$ cat config.mk
export PLATFORM = sky130hd
export DESIGN_NAME = fx2mf_norm
export DESIGN_NICKNAME = d
export VERILOG_FILES = /design/src/rtl/nrm_pkg.sv /design/src/rtl/nrm_ctrl.sv /design/src/rtl/nrm_seek.sv /design/src/rtl/nrm_pack.sv /design/src/rtl/fx2mf_norm.sv
export SDC_FILE = /design/constraint.sdc
export NUM_CORES = 1
export LEC_CHECK = 0
export BUFFER_PORTS_ARGS = -buffer_cell sky130_fd_sc_hd__buf_2
export CAP_MARGIN = 10
export CORE_ASPECT_RATIO = 0.6
export CORE_UTILIZATION = 40
export CTS_CLUSTER_DIAMETER = 120
export DETAILED_ROUTE_END_ITERATION = 12
export GPL_TIMING_DRIVEN = 1
export PLACE_DENSITY = 0.66
export SLEW_MARGIN = 0
export SYNTH_ARGS = -nofsm -noshare
export SYNTH_HDL_FRONTEND = slang
export SYNTH_SLANG_ARGS = --single-unit
$ cat constraint.sdc
create_clock -name clk -period 1.6 [get_ports clk]
set_input_delay 0.16 -clock clk [delete_from_list [all_inputs] [get_ports clk]]
set_output_delay 0.16 -clock clk [all_outputs]
set_load 0.02 [all_outputs]
$ cat src/rtl/nrm_pkg.sv
package nrm_pkg;
  typedef enum logic [1:0] {
    ST_IDLE = 2'd0,
    ST_SEEK = 2'd1,
    ST_DONE = 2'd2
  } nrm_state_t;
endpackage

$ cat src/rtl/nrm_ctrl.sv
module nrm_ctrl
  import nrm_pkg::*;
(
  input  logic clk,
  input  logic rst_n,
  input  logic in_valid,
  input  logic out_ready,
  input  logic din_zero,
  input  logic top_bit,
  output logic in_ready,
  output logic out_valid,
  output logic load,
  output logic step
);
  nrm_state_t state, state_nx;

  always_comb begin
    state_nx  = state;
    in_ready  = 1'b0;
    out_valid = 1'b0;
    load      = 1'b0;
    step      = 1'b0;
    unique case (state)
      ST_IDLE: begin
        in_ready = 1'b1;
        if (in_valid) begin
          load     = 1'b1;
          state_nx = din_zero ? ST_DONE : ST_SEEK;
        end
      end
      ST_SEEK: begin
        if (top_bit) state_nx = ST_DONE;
        else         step     = 1'b1;
      end
      ST_DONE: begin
        out_valid = 1'b1;
        if (out_ready) state_nx = ST_IDLE;
      end
      default: state_nx = ST_IDLE;
    endcase
  end

  always_ff @(posedge clk or negedge rst_n) begin
    if (!rst_n) state <= ST_IDLE;
    else        state <= state_nx;
  end

  // Searching never runs past a set top bit.
  assert_seek_stop_R6: assert property (@(posedge clk) disable iff (!rst_n)
    (state == ST_SEEK && top_bit) |=> (state == ST_DONE));

  // Once a result is offered, it stays offered until taken.
  assert_done_hold_R8: assert property (@(posedge clk) disable iff (!rst_n)
    (state == ST_DONE && !out_ready) |=> (state == ST_DONE));
endmodule

$ cat src/rtl/nrm_seek.sv
module nrm_seek #(
  parameter int W     = 16,
  parameter int INT_W = 8,
  parameter int EXP_W = 6
) (
  input  logic                    clk,
  input  logic                    rst_n,
  input  logic                    load,
  input  logic                    step,
  input  logic [W-1:0]            din,
  output logic [W-1:0]            sh,
  output logic signed [EXP_W-1:0] ex
);
  localparam logic signed [EXP_W-1:0] EXP_TOP = EXP_W'(INT_W);
  localparam logic signed [EXP_W-1:0] EXP_ONE = EXP_W'(1);

  always_ff @(posedge clk or negedge rst_n) begin
    if (!rst_n) begin
      sh <= '0;
      ex <= '0;
    end else if (load) begin
      sh <= din;
      ex <= (din == '0) ? '0 : EXP_TOP;
    end else if (step) begin
      sh <= {sh[W-2:0], 1'b0};
      ex <= ex - EXP_ONE;
    end
  end

  // Each shift lowers the exponent by exactly one.
  assert_exp_step_R2: assert property (@(posedge clk) disable iff (!rst_n)
    (step && !load) |=> (ex == $past(ex) - EXP_ONE));

  // A shift only ever happens while the top bit is clear.
  assert_shift_guard_R3: assert property (@(posedge clk) disable iff (!rst_n)
    (step && !load) |-> !sh[W-1]);
endmodule

$ cat src/rtl/nrm_pack.sv
module nrm_pack #(
  parameter int W      = 16,
  parameter int MANT_W = 10,
  parameter int EXP_W  = 6
) (
  input  logic [W-1:0]              sh,
  input  logic signed [EXP_W-1:0]   ex,
  output logic [MANT_W+EXP_W-1:0]   word,
  output logic                      inexact
);
  logic [MANT_W-1:0] mant;

  generate
    if (W > MANT_W) begin : g_trunc
      assign mant    = sh[W-1 -: MANT_W];
      assign inexact = |sh[W-MANT_W-1:0];
    end else if (W == MANT_W) begin : g_exact
      assign mant    = sh;
      assign inexact = 1'b0;
    end else begin : g_pad
      assign mant    = {sh, {(MANT_W-W){1'b0}}};
      assign inexact = 1'b0;
    end
  endgenerate

  assign word = {mant, ex};
endmodule

$ cat src/rtl/fx2mf_norm.sv
module fx2mf_norm #(
  parameter int INT_W  = 8,
  parameter int FRAC_W = 8,
  parameter int MANT_W = 10,
  parameter int EXP_W  = 6
) (
  input  logic                         clk,
  input  logic                         rst_n,
  input  logic                         in_valid,
  output logic                         in_ready,
  input  logic [INT_W+FRAC_W-1:0]      in_data,
  output logic                         out_valid,
  input  logic                         out_ready,
  output logic [MANT_W+EXP_W-1:0]      out_word,
  output logic                         out_inexact
);
  localparam int W     = INT_W + FRAC_W;
  localparam int OUT_W = MANT_W + EXP_W;

  logic                    load, step;
  logic [W-1:0]            sh;
  logic signed [EXP_W-1:0] ex;

  nrm_ctrl u_ctrl (
    .clk       (clk),
    .rst_n     (rst_n),
    .in_valid  (in_valid),
    .out_ready (out_ready),
    .din_zero  (in_data == '0),
    .top_bit   (sh[W-1]),
    .in_ready  (in_ready),
    .out_valid (out_valid),
    .load      (load),
    .step      (step)
  );

  nrm_seek #(.W(W), .INT_W(INT_W), .EXP_W(EXP_W)) u_seek (
    .clk   (clk),
    .rst_n (rst_n),
    .load  (load),
    .step  (step),
    .din   (in_data),
    .sh    (sh),
    .ex    (ex)
  );

  nrm_pack #(.W(W), .MANT_W(MANT_W), .EXP_W(EXP_W)) u_pack (
    .sh      (sh),
    .ex      (ex),
    .word    (out_word),
    .inexact (out_inexact)
  );

  assert_norm_msb_R2: assert property (@(posedge clk) disable iff (!rst_n)
    (out_valid && out_word != '0) |-> out_word[OUT_W-1]);

  assert_zero_fast_R5: assert property (@(posedge clk) disable iff (!rst_n)
    (in_valid && in_ready && in_data == '0) |=> (out_valid && out_word == '0));

  assert_zero_exact_R4: assert property (@(posedge clk) disable iff (!rst_n)
    (out_valid && out_word == '0) |-> !out_inexact);

  assert_busy_R7: assert property (@(posedge clk) disable iff (!rst_n)
    (in_valid && in_ready) |=> !in_ready);

  assert_hold_R8: assert property (@(posedge clk) disable iff (!rst_n)
    (out_valid && !out_ready) |=>
      (out_valid && $stable(out_word) && $stable(out_inexact)));

  assert_release_R8: assert property (@(posedge clk) disable iff (!rst_n)
    (out_valid && out_ready) |=> (in_ready && !out_valid));
endmodule

Word level (Yosys, flattened, before mapping)
Cells that the tools add are included.
{ "word_totals": {"ff_bits": 24, "latch_bits": 0, "ram_bits": 0, "rom_bits": 0, "input_bits": 20, "wordCells": 30, "memories": 0} }
{ "op_classes": {"add_sub_neg": 1, "mul": 0, "div": 0, "magnitude_cmp": 0, "eq_ne": 5, "shift": 0, "mux": 16, "bitwise": 0, "n_reduce_logical": 5} }
{ "op_table": {"columns": ["op", "count"], "rows": [
  ["$mux W16", 2],
  ["$logic_not A16 Y1", 1],
  ["$mux W6", 2],
  ["$mux W2", 4],
  ["$mux W1", 6],
  ["$pmux W2 S3", 1],
  ["$reduce_or A6 Y1", 1],
  ["$sub A6 B2 Y6 const B", 1],
  ["$mux W4", 1],
  ["$ne A2 B2 Y1 const B", 2],
  ["$reduce_and A3 Y1", 1],
  ["$eq A2 B1 Y1 const B", 1],
  ["$eq A2 B2 Y1 const B", 1],
  ["$logic_not A2 Y1", 1],
  ["$ne A2 B1 Y1 const B", 1],
  ["$reduce_bool A2 Y1", 1]
]} }

Logic depth before layout (Yosys ltp)
Gate-level depths: netlist (run 1).
{ "logic_depth": {"depth_word": 4, "depth_mapped": 5, "ltp_nobuf": 5} }

By module
A second synthesis (run 1) with hierarchy kept.
{ "hier_totals": {"cells_unflattened": 141, "area_unflattened_um2": 1357.6} }
{ "by_module_without_submodules": {"columns": ["mod", "instances", "cells_each", "area_per_inst_um2", "seq_area_each_um2"], "rows": [
  ["nrm_seek", 1, 104, 1062.3, 550.5],
  ["nrm_pack", 1, 19, 133.9, 0.0],
  ["nrm_ctrl", 1, 13, 127.6, 50.0],
  ["fx2mf_norm", 1, 5, 33.8, 0.0]
]} }

Worst setup path before layout (run 1)
OpenSTA, ideal clock, no wires.
{ "synth_path": {"path_kind": "reg-to-reg", "startpoint": "register u_ctrl.state[1]", "endpoint": "register u_seek.ex[4]", "setup_ns": 0.131, "arrival_ns": 1.341, "required_ns": 1.469, "path_slack_ns": 0.128, "path_stages_with_launch": 5, "n_path_buf": 0, "period_less_slack_ns": 1.472, "path_cell_list": "dfrtp_1 -> or3b_1 -> nor4b_2 -> xnor2_1 -> nor2_1"} }
{ "synth_via": {"elab_chain_len": 3, "elab_cells_between_ends": 6, "cone_classes": "eq/ne (1); mux (3); reduce/logical (2)"} }
{ "synth_lines": {"columns": ["item", "line_no", "text"], "rows": [
  ["from (decl)", "nrm_ctrl.sv:15", "nrm_state_t state, state_nx;"],
  ["from (signal assigned)", "nrm_ctrl.sv:45", "else state <= state_nx;"],
  ["$eq A2 B1 Y1 / $logic_not A2 Y1 (equally long branches)", "nrm_ctrl.sv:23", "unique case (state)"],
  ["$mux W1", "nrm_ctrl.sv:23", null],
  ["$reduce_bool A2 Y1 (no source line) / $mux W6 (equally long branches)", null, null],
  ["to (signal assigned)", "nrm_seek.sv:23", "ex <= (din == '0) ? '0 : EXP_TOP;"],
  ["to (signal assigned)", "nrm_seek.sv:26", "ex <= ex - EXP_ONE;"],
  ["to (decl)", "nrm_seek.sv:12", "output logic signed [EXP_W-1:0] ex"]
]} }
Several ways; a longest one is shown, not always the timed one.
A chain may end at the register's enable or synchronous reset.

Worst setup path in the final report (run 1)
{ "layout_path": {"startpoint": "register u_seek.sh[15]", "endpoint": "register u_seek.ex[5]"} }
{ "layout_via": {"elab_chain_len": 3} }
{ "layout_lines": {"columns": ["item", "line_no", "text"], "rows": [
  ["from (decl)", "nrm_seek.sv:11", "output logic [W-1:0] sh,"],
  ["from (signal assigned)", "nrm_seek.sv:22", "sh <= din;"],
  ["from (signal assigned)", "nrm_seek.sv:25", "sh <= {sh[W-2:0], 1'b0};"],
  ["$mux W1", "nrm_ctrl.sv:32", "if (top_bit) state_nx = ST_DONE;"],
  ["$mux W1", "nrm_ctrl.sv:23", null],
  ["$reduce_bool A2 Y1 (no source line)", null, null]
]} }
Every way passes these cells.

==> results of run 1 <==
==> through the flow <==
stage | cells | instance area (um2) | hold WS, ns | setup TNS (ns) | power (mW)
2_1_floorplan | 125 | 1190 | -0.136 | 0 | 2.30
3_3_place_gp | 195 | 1380 | 0.172 | 0 | 2.64
3_5_place_dp | 195 | 1380 | 0.171 | -0.278 | 2.68
4_1_cts | 200 | 1450 | 0.115 | 0 | 3.11
5_1_grt | 207 | 1520 | 0.137 | -0.00114 | 3.50
6_report | 207 | 1520 | 0.113 | 0 | 3.25
==> timing repair <==
item / 4_1_cts / 5_1_grt
hold buffers: 1 / 0
pin swaps: 0 / 1
resized for setup: 2 / 4
gates cloned: 0 / 1
endpoints found under the setup margin: 7 / 2
endpoints found under the hold margin: 24 / 0
setup buffers: 0 / 6
==> cells in the final DEF, fill, tap and decap left out, types with 2 or more instances in the layout <==
cell type / netlist / layout
a21oi_1: 2 / 2
a22oi_1: 13 / 13
buf_2: 1 / 39
buf_4: 10 / 11
clkbuf_8: 0 / 4
dfrtp_1: 24 / 21
dfrtp_2: 0 / 3
inv_1: 4 / 4
nand2_1: 33 / 33
nor2_1: 6 / 5
nor2b_1: 2 / 2
nor4_1: 5 / 5
o21ai_0: 6 / 6
==> synth_stat cells <==
master	n	share of area [%]
nand3b_1	1	0.63
nand2_1	33	10
nand4_1	1	0.53
buf_4	10	6.3
nand3_1	1	0.42
xnor2_1	1	0.74
clkbuf_1	3	0.95
a22o_1	1	0.74
buf_2	1	0.42
inv_1	4	1.3
a21oi_1	2	0.84
nor3_1	1	0.42
a221o_1	1	0.84
ha_1	1	1.1
nor3b_4	1	1.6
a22oi_1	13	8.2
nor4_1	5	2.6
dfrtp_1	24	51
o21ai_0	6	2.5
and3b_1	1	0.74
nor2_1	6	1.9
mux2i_1	1	0.84
nor4b_2	1	1.3
or3_1	1	0.53
xor2_1	1	0.74
nor3b_2	1	1.1
or3b_1	1	0.74
nor2b_1	2	1.1
==> kinds of logic after synthesis <==
family	Yosys count
buffers and inverters	18
multiplexers	1
flip-flops	24
AND/OR/NAND/NOR	56
XOR/XNOR	2
adder cells (fa/ha/maj)	1
AO/OA/AOI/OAI	23
==> per-layer routing <==
layer  share of wire [%]  vias up
li1                    -      506
met1                  53      478
met2                  39       41
met3                 7.4        2
met4                0.67        0
met5                   0        -
==> sequential cells by signal, indices dropped and copies added (netlist names) <==
register,cells
u_ctrl.state,2
u_seek.ex,6
u_seek.sh,16
==> area by class of cell <==
type | count | share of cell area [%]
Clock buffer | 4 | 3.63
Inverter | 4 | 0.991
Multi-Input combinational cell | 83 | 32.5
Sequential cell | 24 | 39.9
Tap cell | 40 | 3.30
Timing Repair Buffer | 52 | 19.7
==> critical path, cell delays in order (launching register included) <==
cell,delay [ns]
dfrtp_2,0.45
nor3b_4,0.27
buf_6,0.16
nand3b_1,0.10
or3_1,0.32
a21oi_1,0.15
==> worst max path at each step <==
stage                     from      endpoint  slack, ns  cells past startpoint
2_1_floorplan  u_ctrl.state[1]  u_seek.ex[4]       0.13                      4
6_report         u_seek.sh[15]  u_seek.ex[5]       0.07                      5
3_3_place_gp   u_ctrl.state[0]  u_seek.sh[5]       0.05                      5
4_1_cts        u_ctrl.state[1]  u_seek.ex[5]       0.03                      5
5_1_grt          u_seek.sh[15]  u_seek.ex[5]     -0.001                      5
3_5_place_dp   u_ctrl.state[0]  u_seek.sh[4]      -0.05                      5
==> power groups by stage <==
stage / logic [mW] / registers [mW] / clock network (mW)
floorplan: 1.11 / 1.19 / 0
global placement: 1.47 / 1.17 / 0
detailed placement: 1.51 / 1.17 / 0
CTS: 1.53 / 1.17 / 0.417
global route: 1.82 / 1.23 / 0.448
finish: 1.66 / 1.19 / 0.407
==> flow_metrics.py, run 1 <==
metrics = {
    "grt": {
        "grt.overflow.total": 0,
        "grt_use_total_pct": 19.2,
        "grt_pass1_vias": 893,
        "met2_usage_pct": 26.2,
        "gr-usage-met1_pct": 29.5,
        "grt_pass1_wl_um": 4460,
        "use_met3_pct": 5.92,
        "grt_max_degree": 25,
        "antenna_found_initial": 0,
        "top_usage_layer": "met1",
    },
    "pwr": {
        "p_switching_mw": 1.42,
        "seqPwrFrac_pct": 36.5,
        "peakVddDrop_mv": 0.984,
        "power_density_nw_per_um2": 2150,
        "p_int_mw": 1.83,
        "p_comb_share_pct": 51.0,
        "swShare_pct": 43.7,
        "leakagePower_nw": 0.775,
        "pwr-share-clk_pct": 12.5,
    },
    "synth": {
        "ys_ff_latch": 24,
        "ys_seq_area_share_pct": 50.6,
        "synthAdderAreaFrac_pct": 1.05,
        "synth-compound-area-share_pct": 13.2,
        "synth_top_family_by_area": "simple AND/OR/NAND/NOR gates",
        "synth_nets": 146,
        "muxShareOfSynthArea_pct": 0.843,
        "synthXorXnorAreaFrac_pct": 1.48,
        "synth.distinct_cells": 28,
        "yosysWarnings": 0,
        "synth_cells": 125,
        "synth-simple-area-share_pct": 23.9,
        "syn_area_um2": 1190,
        "syn_avg_cell_area_um2": 9.50,
    },
    "critical_path": {
        "ff2ff_setup_slack_ns": 0.07,
        "regToRegStartpoint": "u_seek.sh[15]",
        "worstSetupStartpointType": "flip-flop",
        "crit_required_ns": 1.79,
        "arrival_ns": 1.72,
        "criticalPathCategory": "flip-flop to flip-flop",
        "reg2reg_depth": 5,
        "crit_path_max_fanout": 5,
        "timing.rr.end": "u_seek.ex[5]",
        "endpoint_kind": "flip-flop",
    },
    "place": {
        "dp.final_hpwl_um": 2020,
        "dp_slack_ns": -0.0498,
        "gp_congestion": 0.823,
        "port_buffers": 38,
    },
    "final_layout": {
        "seq_area_um2": 604,
        "layout-drive-gt1-share_pct": 37.1,
        "num_antenna_cells": 0,
        "multi_input_area_um2": 492,
        "final_util_pct": 56.9,
        "area_growth_pct": 27.6,
        "fillers": 253,
        "final_nets": 189,
    },
    "sta": {
        "slew_headroom_pct": 65.1,
        "period_needed_ns": 1.53,
        "period_share_pct": 95.4,
        "tightestPinTransition_ns": 0.523,
        "setup_ws_ns": 0.0732,
        "drv_slew": 0,
        "fmax_ghz": 0.655,
        "setup_viol": 0,
        "hold_viol": 0,
        "skew_ns": 0.00343,
    },
    "clock_network": {
        "numCtsBuffers": 3,
        "htree_levels": 1,
        "cts.sinks": 24,
        "cts_tree": "yes",
        "insertion_delay_ns": 0.26,
        "root_buffer": "clkbuf_8",
        "cts_buffer_depth": 2,
        "clkTransAtPathRegs_ns": 0.08,
    },
    "drt": {
        "drtIter0Drc": 64,
        "dr_total_vias": 1027,
        "viasPerCell": 4.96,
        "drc": 0,
        "wirelength_um": 2840,
        "avgRoutedWirePerCell_um": 13.7,
        "detail_route.first_pass.iterations": 5,
        "ant_nets": 0,
    },
    "hold_path": {
        "worstHoldStart": "in_data[1]",
        "min_to": "u_seek.sh[1]",
        "hold_path.class": "primary input to flip-flop",
        "hold_path_depth": 3,
    },
    "die": {
        "fp.coreArea_um2": 2660,
        "die_x_um": 72.3,
        "die_h_um": 44.2,
        "io_pins": 39,
        "fp-row-count": 14,
        "start_util_pct": 44.6,
        "dieArea_um2": 3200,
    },
    "job": {
        "maxCapViolCount": 0,
    },
    "run_status": {
        "outcome": "finished clean",
    },
}
Note: power is estimated with default switching activity, not from simulation.
==> run 2, diff against run 1 <==
--- a/config.mk
+++ b/config.mk
@@ -5,14 +5,14 @@
 export SDC_FILE = /design/constraint.sdc
 export NUM_CORES = 1
 export LEC_CHECK = 0
-export BUFFER_PORTS_ARGS = -buffer_cell sky130_fd_sc_hd__buf_2
 export CAP_MARGIN = 10
 export CORE_ASPECT_RATIO = 0.6
 export CORE_UTILIZATION = 40
 export CTS_CLUSTER_DIAMETER = 120
 export DETAILED_ROUTE_END_ITERATION = 12
+export DONT_BUFFER_PORTS = 1
 export GPL_TIMING_DRIVEN = 1
-export PLACE_DENSITY = 0.66
+export PLACE_DENSITY = 0.54
 export SLEW_MARGIN = 0
 export SYNTH_ARGS = -nofsm -noshare
 export SYNTH_HDL_FRONTEND = slang
==> constraint.sdc (replaced) <==
create_clock -name clk -period 1.54 [get_ports clk]
set_input_delay 0.154 -clock clk [delete_from_list [all_inputs] [get_ports clk]]
set_output_delay 0.154 -clock clk [all_outputs]
set_load 0.02 [all_outputs]
==> run 2 against run 1 <==
First-iteration DRC count decreased by 17%. Sequential cell count unchanged. Combinational power decreased by 14%. Worst hold slack got worse by 0.099 ns. Maximum frequency increased by 4.1%. Utilization decreased by 6.7 points. Global-route usage decreased by 0.27 points.
==> flow_metrics.py, run 2 (same netlist as run 1, synthesis figures left out) <==
metrics = {
    "final_layout": {
        "layout_common_cells": "33 x nand2_1, 24 x dfrtp_1, 16 x buf_4, 13 x a22oi_1, 6 x nor2_1",
        "reg.largest.list": "u_seek.sh x16, u_seek.ex x6, u_ctrl.state x2",
        "seq_area_um2": 601,
        "layout-drive-gt1-share_pct": 17.4,
        "final_nets": 155,
        "num_antenna_cells": 0,
        "final_util_pct": 50.2,
        "final_common_cell": "nand2_1",
        "fillers": 266,
        "largest-register": "u_seek.sh",
        "multi_input_area_um2": 480,
        "largest_register_ffs": 16,
        "area_growth_pct": 12.6,
    },
    "die": {
        "start_util_pct": 44.6,
        "fp-row-count": 14,
        "die_x_um": 72.3,
        "fp.coreArea_um2": 2660,
        "dieArea_um2": 3200,
        "die_h_um": 44.2,
        "io_pins": 39,
    },
    "sta": {
        "setup-tns-final_ns": 0,
        "fmax_ghz": 0.682,
        "setup_viol": 0,
        "hold_viol": 0,
        "drv_slew": 0,
        "slew_headroom_pct": 28.2,
        "period_needed_ns": 1.47,
        "skew_ns": 0.00350,
        "tightestPinTransition_ns": 1.07,
        "rsz0062_at_grt": "yes",
        "period_share_pct": 95.2,
        "setup_ws_ns": 0.0738,
    },
    "pwr": {
        "leakagePower_nw": 0.631,
        "peakVddDrop_mv": 0.798,
        "power_density_nw_per_um2": 2330,
    },
    "place": {
        "dp.final_hpwl_um": 1920,
        "dp_slack_ns": 0.0772,
        "gp_congestion": 0.805,
        "port_buffers": 0,
    },
    "clock_network": {
        "insertion_delay_ns": 0.26,
        "cts.sinks": 24,
        "numCtsBuffers": 3,
        "htree_levels": 1,
        "root_buffer": "clkbuf_8",
        "clkTransAtPathRegs_ns": 0.08,
        "cts_tree": "yes",
        "cts_buffer_depth": 2,
    },
    "grt": {
        "grt_pass1_vias": 877,
        "antenna_found_initial": 0,
        "grt.overflow.total": 0,
        "grt_max_degree": 25,
        "grt_use_total_pct": 18.9,
        "grt_pass1_wl_um": 4460,
    },
    "drt": {
        "detail_route.first_pass.iterations": 5,
        "viasPerCell": 5.23,
        "ant_nets": 0,
        "drtIter0Drc": 53,
        "dr_total_vias": 899,
        "drc": 0,
        "wirelength_um": 2580,
        "avgRoutedWirePerCell_um": 15.0,
    },
    "hold_path": {
        "hold_path.class": "primary input to flip-flop",
    },
    "critical_path": {
        "crit_required_ns": 1.69,
        "worstSetupStartpointType": "flip-flop",
        "endpoint_kind": "flip-flop",
        "arrival_ns": 1.62,
        "crit_path_max_fanout": 14,
        "criticalPathCategory": "flip-flop to flip-flop",
    },
    "job": {
        "maxCapViolCount": 0,
    },
    "run_status": {
        "outcome": "finished clean",
    },
}
==> run 2: changes by cell type in the layout (fill, tap and decap cells not counted) <==
cell / previous run / this run
buf_6: 1 / 0
o21ai_1: 0 / 1
nor2_1: 5 / 6
o21ai_0: 6 / 5
dfrtp_1: 21 / 24
buf_4: 11 / 16
buf_12: 0 / 1
buf_2: 39 / 0
nor4b_4: 1 / 0
nor2_2: 1 / 0
dfrtp_2: 3 / 0
clkbuf_8: 4 / 3
nor4b_2: 0 / 1
==> run 2: worst paths after layout <==
path	startpoint	to	slack, ns	cells after the start
worst min register to register	u_seek.sh[4]	u_seek.sh[4]	0.51	2
worst min-delay path	in_data[1]	u_seek.sh[1]	0.01	2
max in group asynchronous	rst_n	u_seek.sh[9]	0.36	1
worst max register to register	u_ctrl.state[1]	u_seek.sh[0]	0.07	5
min in group asynchronous	rst_n	u_seek.ex[1]	0.54	1
worst max-delay path	u_ctrl.state[1]	u_seek.sh[0]	0.07	5
==> run 2: final cells by class <==
cell class,instances,share of cell area (%)
clock buffers,3,3.09
inverters,4,1.12
repair buffers,18,11.2
flip-flops and latches,24,44.9
multi-input cells,83,35.9
well taps,40,3.74
==> run 2: metrics by stage <==
| step | hold slack (ns) | cells | power, mW | area [um2] |
|---|---|---|---|---|
| 3_3_place_gp | -0.141 | 166 | 2.70 | 1270 |
| 6_report | 0.0140 | 172 | 3.12 | 1340 |
| 4_1_cts | 0.00701 | 170 | 3.12 | 1320 |
| 5_1_grt | 0.0238 | 172 | 3.42 | 1340 |
| 2_1_floorplan | -0.142 | 125 | 2.39 | 1190 |
| 3_5_place_dp | -0.141 | 166 | 2.73 | 1270 |
==> run 2: power breakdown <==
group | internal [mW] | switching (mW)
Clock | 0.175 | 0.185
Sequential | 0.931 | 0.410
Combinational | 0.630 | 0.787
Total | 1.73 | 1.38
==> run 2: what timing repair did <==
item / 4_1_cts / 5_1_grt
hold buffers: 1 / 0
setup buffers: 0 / 2
gates resized for setup: 0 / 1
endpoints found under the hold margin: 24 / 0
endpoints found under the setup margin: 0 / 3
==> run 2: worst max-delay path: stages, from the launching register on <==
cell and delay [ns]:
dfrtp_1 0.42, buf_4 0.16, nor3b_2 0.22, nor2_1 0.14, buf_4 0.21, a22o_1 0.19
==> run 2: routing by layer <==
metal | up-vias | routed length (um) | track usage [%] | part of all wire (%)
met5 | - | 0 | 0 | 0
met4 | 0 | 8 | 2.35 | 0.31
met3 | 2 | 259 | 8.20 | 10
met2 | 34 | 1010 | 24.9 | 39
met1 | 425 | 1300 | 29.1 | 51
li1 | 438 | - | - | -
==> run 3, diff against run 2 <==
--- a/config.mk
+++ b/config.mk
@@ -6,14 +6,17 @@
 export NUM_CORES = 1
 export LEC_CHECK = 0
 export CAP_MARGIN = 10
+export CELL_PAD_IN_SITES_DETAIL_PLACEMENT = 2
+export CELL_PAD_IN_SITES_GLOBAL_PLACEMENT = 2
 export CORE_ASPECT_RATIO = 0.6
-export CORE_UTILIZATION = 40
+export CORE_UTILIZATION = 37
 export CTS_CLUSTER_DIAMETER = 120
 export DETAILED_ROUTE_END_ITERATION = 12
 export DONT_BUFFER_PORTS = 1
 export GPL_TIMING_DRIVEN = 1
-export PLACE_DENSITY = 0.54
+export PLACE_DENSITY = 0.77
 export SLEW_MARGIN = 0
 export SYNTH_ARGS = -nofsm -noshare
 export SYNTH_HDL_FRONTEND = slang
+export SYNTH_HIERARCHICAL = 1
 export SYNTH_SLANG_ARGS = --single-unit
==> run 3 against run 2 <==
The run now ends with setup timing left. Via count increased by 21%. Area after synthesis is 14% higher. Sequential share of layout area fell by 8.0 points. Final cell count is 14% higher. First-iteration DRC count rose by 66%. Worst hold slack got worse by 0.0081 ns.
==> flow_metrics.py, run 3 <==
metrics = {
    "run_status": {
        "outcome": "finished, violations left",
        "violations": "setup timing",
    },
    "pwr": {
        "power_density_nw_per_um2": 2260,
        "peakVddDrop_mv": 0.972,
        "leakagePower_nw": 0.674,
    },
    "synth": {
        "synth_cells": 141,
        "yosysWarnings": 6,
        "synth_ff_type": "dfrtp_1",
        "async_reset_ff_share_pct": 100,
        "ys_ff_latch": 24,
        "yosysTopAreaCell": "dfrtp_1",
        "ys_top_cells_by_area": "dfrtp_1 44%, mux2i_1 10%, buf_4 9.4%",
        "synth_nets": 162,
        "syn_area_um2": 1360,
        "synth.distinct_cells": 32,
        "synth.top_cell.area_share_pct": 44.2,
        "synth_most_common_cell": "dfrtp_1",
        "ys_seq_area_share_pct": 44.2,
        "syn_avg_cell_area_um2": 9.63,
        "synth_edf_count": 0,
        "synthTopCellsByCount": "24 x dfrtp_1, 17 x buf_4, 17 x nand2_1, 17 x o21ai_0, 14 x mux2i_1",
    },
    "sta": {
        "setup_ws_ns": -0.0793,
        "fmax_ghz": 0.618,
        "hold-worst-slack_ns": 0.00596,
        "tightestPinTransition_ns": 0.398,
        "setup-tns-final_ns": -0.267,
        "rsz0062_at_grt": "yes",
        "drv_slew": 0,
        "period_needed_ns": 1.62,
        "hold_viol": 0,
        "setup_viol": 5,
        "period_share_pct": 105,
        "slew_headroom_pct": 73.4,
        "skew_ns": 0.00559,
    },
    "grt": {
        "grt_max_degree": 25,
        "grt_use_total_pct": 23.4,
        "antenna_found_initial": 0,
        "grt_pass1_vias": 1296,
        "grt_pass1_wl_um": 6830,
        "grt.overflow.total": 0,
    },
    "final_layout": {
        "largest_register_ffs": 16,
        "final_common_cell": "dfrtp_1",
        "layout-drive-gt1-share_pct": 23.2,
        "reg.largest.list": "u_seek/sh x16, u_seek/ex x6, u_ctrl/state x2",
        "num_antenna_cells": 0,
        "final_nets": 173,
        "seq_area_um2": 601,
        "fillers": 345,
        "layout_common_cells": "24 x dfrtp_1, 17 x buf_4, 17 x nand2_1, 17 x o21ai_0, 14 x mux2i_1",
        "area_growth_pct": 19.8,
        "multi_input_area_um2": 636,
        "final_cells": 196,
        "largest-register": "u_seek/sh",
    },
    "clock_network": {
        "clkTransAtPathRegs_ns": 0.09,
        "numCtsBuffers": 3,
        "cts_buffer_depth": 2,
        "cts.sinks": 24,
        "insertion_delay_ns": 0.28,
        "root_buffer": "clkbuf_8",
        "htree_levels": 1,
        "cts_tree": "yes",
    },
    "die": {
        "fp.coreArea_um2": 3380,
        "io_pins": 39,
        "die_h_um": 48.9,
        "fp-row-count": 16,
        "die_x_um": 80.2,
        "start_util_pct": 40.1,
        "dieArea_um2": 3920,
    },
    "critical_path": {
        "crit_chain": "nor3b_4 > buf_4 > buf_6 > mux2i_1 > o21ai_0",
        "critPathMaxStageDelay_ns": 0.44,
        "timing.rr.end": "u_seek/sh[9]",
        "cp_top_family": "buffers and inverters",
        "worstSetupStartpointType": "flip-flop",
        "criticalPathCategory": "flip-flop to flip-flop",
        "ff2ff_setup_slack_ns": -0.08,
        "reg2reg_depth": 5,
        "arrival_ns": 1.78,
        "crit_required_ns": 1.70,
        "endpoint_kind": "flip-flop",
        "cp_num_buf_inv": 2,
        "crit_path_max_fanout": 12,
        "cp_slowest_cell": "dfrtp_1",
        "regToRegStartpoint": "u_seek/sh[15]",
    },
    "place": {
        "dp.final_hpwl_um": 2840,
        "port_buffers": 0,
        "dp_slack_ns": -0.0524,
        "place_inst": 179,
        "gp_congestion": 0.748,
    },
    "job": {
        "maxCapViolCount": 0,
    },
    "hold_path": {
        "worstHoldStart": "in_data[5]",
        "hold_path.class": "primary input to flip-flop",
        "hold_path_depth": 2,
        "min_to": "u_seek/sh[5]",
    },
    "drt": {
        "viasPerCell": 5.54,
        "detail_route.first_pass.iterations": 4,
        "dr_total_vias": 1085,
        "ant_nets": 0,
        "wirelength_um": 4280,
        "drc": 0,
        "avgRoutedWirePerCell_um": 21.8,
        "drtIter0Drc": 88,
    },
}
-- run 3: worst max path at each step --
stage | from | cells after the start | endpoint
floorplan | u_ctrl/state[0] | 4 | u_seek/ex[5]
global placement | u_seek/sh[15] | 4 | u_seek/ex[5]
detailed placement | u_seek/sh[15] | 5 | u_seek/ex[3]
CTS | u_ctrl/state[1] | 5 | u_seek/sh[3]
global route | u_ctrl/state[1] | 4 | u_seek/sh[12]
finish | u_seek/sh[15] | 5 | u_seek/sh[9]
-- run 3: worst reg2reg max path, delay by kind of cell (launching register included) --
kind | cells | cell delay [ns]
simple gates | 1 | 0.21
buf+inv | 2 | 0.46
mux | 1 | 0.29
compound gates | 1 | 0.12
flops | 1 | 0.44
-- run 3: repair_timing --
item                       in CTS  in global routing
gates cloned                    0                  0
setup endpoints to repair      12                 14
pin swaps                       3                  1
hold endpoints to repair       29                  1
hold buffers                    7                  1
buffers inserted                0                  5
gates resized for setup         3                  5
-- run 3: kinds of logic (layout without fill, tap and decap cells) --
| family | count (synthesis) | in the layout | share of synthesized area [%] |
|---|---|---|---|
| buffers and inverters | 25 | 35 | 11.7 |
| flip-flops | 24 | 24 | 44.2 |
| adder cells (fa/ha/maj) | 1 | 1 | 0.922 |
| multiplexers | 16 | 16 | 12.0 |
| AND/OR/NAND/NOR | 50 | 50 | 20.6 |
| AO/OA/AOI/OAI | 22 | 22 | 8.57 |
| XOR/XNOR | 3 | 3 | 1.94 |
-- run 3: power by group --
group,switching [mW],internal (mW)
clock network,0.224,0.349
registers,0.439,0.924
logic,0.925,0.820
total,1.59,2.09
-- run 3: area by class of cell --
class,instances,area share (%)
Inverter,3,0.692
Clock inverter,1,1.85
Tap cell,45,3.46
Timing Repair Buffer,28,15.5
Sequential cell,24,36.9
Clock buffer,3,2.54
Multi-Input combinational cell,92,39.1
-- run 3: per-stage QoR --
stage / area, um2 / total power, mW / util, %
after floorplan: 1380 / 2.59 / -
after CTS: 1560 / 3.53 / 46.1
after global routing: 1630 / 3.91 / 48.1
after detailed placement: 1400 / 2.88 / 41.2
final: 1630 / 3.68 / 48.1
after global placement: 1400 / 2.77 / 41.2
-- run 3: metal layers --
metal	vias up	share of wire, %	track usage (%)
li1	497	-	-
met1	549	44	30.0
met2	30	48	38.2
met3	9	6.1	6.54
met4	0	1.8	7.74
met5	-	0	0
